$ cat src/rtl/trace_port_ctl.sv
module trace_port_ctl #(
  parameter int W      = 4,
  parameter logic [W-1:0] CODE_A = 4'hC,
  parameter logic [W-1:0] CODE_B = 4'hD,
  parameter logic [W-1:0] CODE_C = 4'hF
) (
  input  logic         clk,
  input  logic         rst_n,
  input  logic [W-1:0] status_in,
  input  logic [W-1:0] data_in,
  input  logic         quiet,
  output logic [W-1:0] status_out,
  output logic [W-1:0] data_out,
  output logic         tclk_en,
  output logic         halted
);
  logic armed;
  logic is_start;
  logic armed_nxt;

  assign is_start  = (status_in == CODE_A) || (status_in == CODE_B) || (status_in == CODE_C);
  assign armed_nxt = armed | is_start;

  always_ff @(posedge clk) begin
    if (!rst_n) begin
      armed      <= 1'b0;
      status_out <= '0;
      data_out   <= '0;
      tclk_en    <= 1'b0;
    end else begin
      armed   <= armed_nxt;
      tclk_en <= !quiet && armed_nxt;
      if (!quiet) begin
        status_out <= status_in;
        data_out   <= data_in;
      end
    end
  end

  assign halted = &status_out;
endmodule


$ cat config.mk
export PLATFORM = sky130hd
export DESIGN_NAME = trace_port_ctl
export DESIGN_NICKNAME = d
export VERILOG_FILES = /design/src/rtl/trace_port_ctl.sv
export SDC_FILE = /design/constraint.sdc
export NUM_CORES = 1
export LEC_CHECK = 0
export ABC_AREA = 1
export CAP_MARGIN = 10
export CORE_AREA = 8 8 45 47
export DETAILED_ROUTE_END_ITERATION = 8
export DIE_AREA = 0 0 53 55
export SLEW_MARGIN = 20
export SYNTH_ARGS = -nofsm -noshare
export SYNTH_HDL_FRONTEND = slang
export SYNTH_SLANG_ARGS = --single-unit
$ cat constraint.sdc
create_clock -name clk -period 1.4 [get_ports clk]
set_clock_uncertainty 0.15 [all_clocks]
set_input_delay 0.14 -clock clk [delete_from_list [all_inputs] [get_ports clk]]
set_output_delay 0.14 -clock clk [all_outputs]
set_load 0.03 [all_outputs]
## After elaboration in Yosys (flattened, before gate mapping)

Index checks and enable logic that the tools add are counted.

| operators by class | value |
|---|---|
| equal/unequal tests | 3 |
| bitwise logic cells | 1 |
| reductions and logical operators | 5 |

Operator list:

| cell | number |
|---|---|
| equality test 4 bit (second input constant) | 3 |
| AND reduction 4 bit | 1 |
| logical OR 1 bit | 2 |
| logical AND 1 bit | 1 |
| logical NOT 1 bit | 1 |
| OR 1 bit | 1 |

| word-level totals | value |
|---|---|
| logic and storage cells | 13 |
| output and inout port bits | 10 |
| register bits | 10 |
| input port bits | 11 |

## Depth between registers and ports, before layout

| depth | value |
|---|---|
| depth after elaboration | 5 |
| mapped depth | 6 |
| mapped depth without buffers | 6 |

## Worst setup path before layout

No wires, ideal clock.

| timing | value |
|---|---|
| path kind | register to output |
| start | register status_out[0] |
| end | output halted |
| required time | 1110 ps |
| setup slack | 75 ps |
| cell stages (with the launch flop) | 3 |
| arrival | 1035 ps |
| path through | dfxtp_1 -> nand2_1 -> nor2_1 |

| between the ends | value |
|---|---|
| word-level cells in the longest chain between the ends | 1 |

RTL lines:

| element | RTL line | text |
|---|---|---|
| from (decl) | 12 | `output logic [W-1:0] status_out,` |
| from (signal assigned) | 34 | `status_out <= status_in;` |
| AND reduction 4 bit | 40 | `assign halted = &status_out;` |
| to (decl) | 15 | `output logic halted` |

No other way between the ends.

## Worst setup path after layout

| timing | value |
|---|---|
| start | register status_out[0] |
| end | output status_out[0] |

No word-level cell between the ends.

==> summary.md <==
| Metric | Value |
|---|---|
| Final Non-Filler Cells | `87` |
| Routed vias | `345` |
| Design Power | `634 µW` |
| Reg clk slew, reported paths | `0.06 ns` |
| Internal power | `464 µW` |
| Area delta synth->final | `63.1%` |
| Achievable frequency | `764 MHz` |
| Worst Setup Start Kind | `flip-flop` |
| Global route overflow | `0` |
| CTS sink count | `10` |
| Drt first-iter violations | `5` |
| P_leak | `0.299 nW` |
| Gate power share | `0.214` |
| Routed Wire Length | `894 µm` |
| Rel. slew slack | `0.782` |
| Synth Area per Inst | `7.85 µm²` |
| Cell count after placement | `84` |
| Critical path type | `flip-flop to primary output` |
| Post-DP HPWL | `715 µm` |
| Pre-Repair DR Iteration Count | `2` |
| CTS tree | `yes` |
| Clock Path Buffers | `2` |
| Worst hold slack | `0.307 ns` |
| Site row count | `14` |
| Final period util | `0.934` |
| WL/cell | `10.3 µm` |
| Initial core utilization | `0.272` |
| Critical path's largest stage delay | `0.41 ns` |
| Sw Share | `0.269` |
| Max_cap viols | `0` |
| Die area | `2920 µm²` |
| Power per cell area | `1030 nW/µm²` |
| Num ports | `21` |
| Largest net degree at the start of global routing | `10` |
| Worst path arrival time | `1.02 ns` |
| Filler instances | `155` |
| Vias per Instance | `3.97` |
| Clock share of power | `0.292` |
| Worst-path cell chain | `dlygate4sd2_1` |
| R2r setup slk | `0.65 ns` |
| Die W | `53 µm` |
| Die height | `55 µm` |
| Library cells used by synthesis | `10` |
| Clk Latency, worst-skew pair | `0.25 ns` |
| Count leader, synth | `nor2_1` |
| Via count of the first global-routing pass | `363` |
| Final Max Tran Viols | `0` |
| Worst-Margin Slew | `0.326 ns` |
| Antenna-violating nets left | `0` |
| Antenna violations before repair | `0` |
| HP Class | `input port to flip-flop` |
| Area contributors post-synth | `dfxtp_1 (53%), nor2_1 (16%), o21ai_1 (9.3%), nand2_1 (7.0%), buf_6 (3.0%)` |
| Post-synth top cells | `nor2_1 (16), dfxtp_1 (10), nand2_1 (7), o21ai_1 (7)` |
| Part of the power in registers | `0.494` |
| RSZ-0062 raised after global routing | `no` |
| Status | `finished, final reports clean` |
| Placeable core area | `1380 µm²` |
| Max rail drop VDD | `374 µV` |
| Largest delay share family, worst path | `buffers and inverters` |
| Number of synthesized register bits | `10` |
| Yosys synthesis warning count | `0` |
| Syn Std Cell Area | `377 µm²` |
| Drc violations | `0` |
| Endpoints failing hold | `0` |
| P_sw | `170 µW` |
| Setup TNS | `0 ns` |
| Post-synth top area share | `0.532` |
| Endpoints failing setup | `0` |
| Top cell type by total area after synthesis | `dfxtp_1` |
| First-pass GRT wire length | `1470 µm` |
| Crit path buf inv count | `1` |
| GRT Total Usage | `0.0701` |
| Tmin final | `1.31 ns` |
| Mapped Nets | `59` |
| CTS Buf Count | `3` |
| Top_reg_cell synth | `dfxtp_1` |
| GPL Wtd Cong | `0.736` |
| Post-synth EDFFs | `0` |
| Share of cells above drive strength 1 | `0.141` |
| Fin nets | `84` |
| Hold buffers post-CTS | `0` |
| Critical Path RT | `1.11 ns` |
| Crit-path max FO | `3` |
| Critical path endpoint category | `primary output` |
| H-tree levels | `1` |
| # port buffers | `20` |
| Post-synthesis sequential area ratio | `0.532` |
| Antenna diodes | `0` |
| Mapped Cells | `48` |
| Clk root buf | `clkbuf_4` |
| Critical path's slowest cell | `dlygate4sd2_1` |
| Synth async-reset ratio | `0` |
==> cell type report <==
cell class / instances / area (µm²) / area share
repair buffers: 21 / 206 / 0.336
flip-flops and latches: 10 / 200 / 0.326
multi-input cells: 32 / 139 / 0.226
inverters: 5 / 26.3 / 0.0428
clock buffers: 3 / 22.5 / 0.0367
well taps: 16 / 20.0 / 0.0326
==> layer usage <==
metal | GRT usage | vias to the layer above | wire (µm)
met2 | 0.113 | 12 | 404
met3 | 0.0294 | 2 | 93
met4 | 0.0647 | 0 | 11
met1 | 0.0673 | 133 | 384
li1 | - | 198 | -
met5 | 0 | - | 0
==> registers in the layout (all words and copies together), names as in the netlist <==
name / cells
armed: 1
data_out: 4
status_out: 4
tclk_en: 1
==> through the flow <==
stage | utilization | setup slack, ns | instance area [µm²]
finish | 0.444 | 0.0917 | 614
global route | 0.444 | 0.0474 | 614
CTS | 0.444 | 0.0679 | 614
detailed placement | 0.436 | 0.0821 | 603
global placement | 0.436 | 0.0896 | 603
floorplan | - | 0.0748 | 377
==> cell usage in the layout, fill, tap and decap left out, drive strengths merged <==
cell / netlist / final
a21oi: 1 / 1
buf: 1 / 2
clkbuf: 0 / 3
clkdlybuf4s50: 0 / 10
dfxtp: 10 / 10
dlygate4sd2: 0 / 9
inv: 5 / 5
nand2: 7 / 7
nor2: 16 / 16
o21ai: 8 / 8
==> kinds of logic after synthesis <==
family          Yosys count  share of synthesized area
buf+inv                   6                     0.0997
simple gates             23                      0.229
compound gates            9                      0.140
flops                    10                      0.532
==> power by group through the flow <==
stage / clock network (mW) / registers [mW] / logic [mW]
after global routing: 0.213 / 0.315 / 0.149
final: 0.185 / 0.313 / 0.136
after detailed placement: 0 / 0.321 / 0.150
after CTS: 0.199 / 0.314 / 0.139
after floorplan: 0 / 0.354 / 0.0398
after global placement: 0 / 0.320 / 0.150
==> final timing paths <==
path | start | to | cells after the start
worst max-delay path | status_out[0]$_SDFFE_PN0N_ | status_out[0] | 1
worst min-delay path | status_in[0] | status_out[0]$_SDFFE_PN0N_ | 3
worst min register to register | data_out[0]$_SDFFE_PN0N_ | data_out[0]$_SDFFE_PN0N_ | 2
worst max register to register | status_out[0]$_SDFFE_PN0N_ | status_out[0]$_SDFFE_PN0N_ | 2
==> timing repair <==
item	CTS	global route
setup buffers	0	0
endpoints found under the hold margin	0	0
gates resized for setup	9	0
setup endpoints to repair	9	0
(Power assumes the default switching activity.)
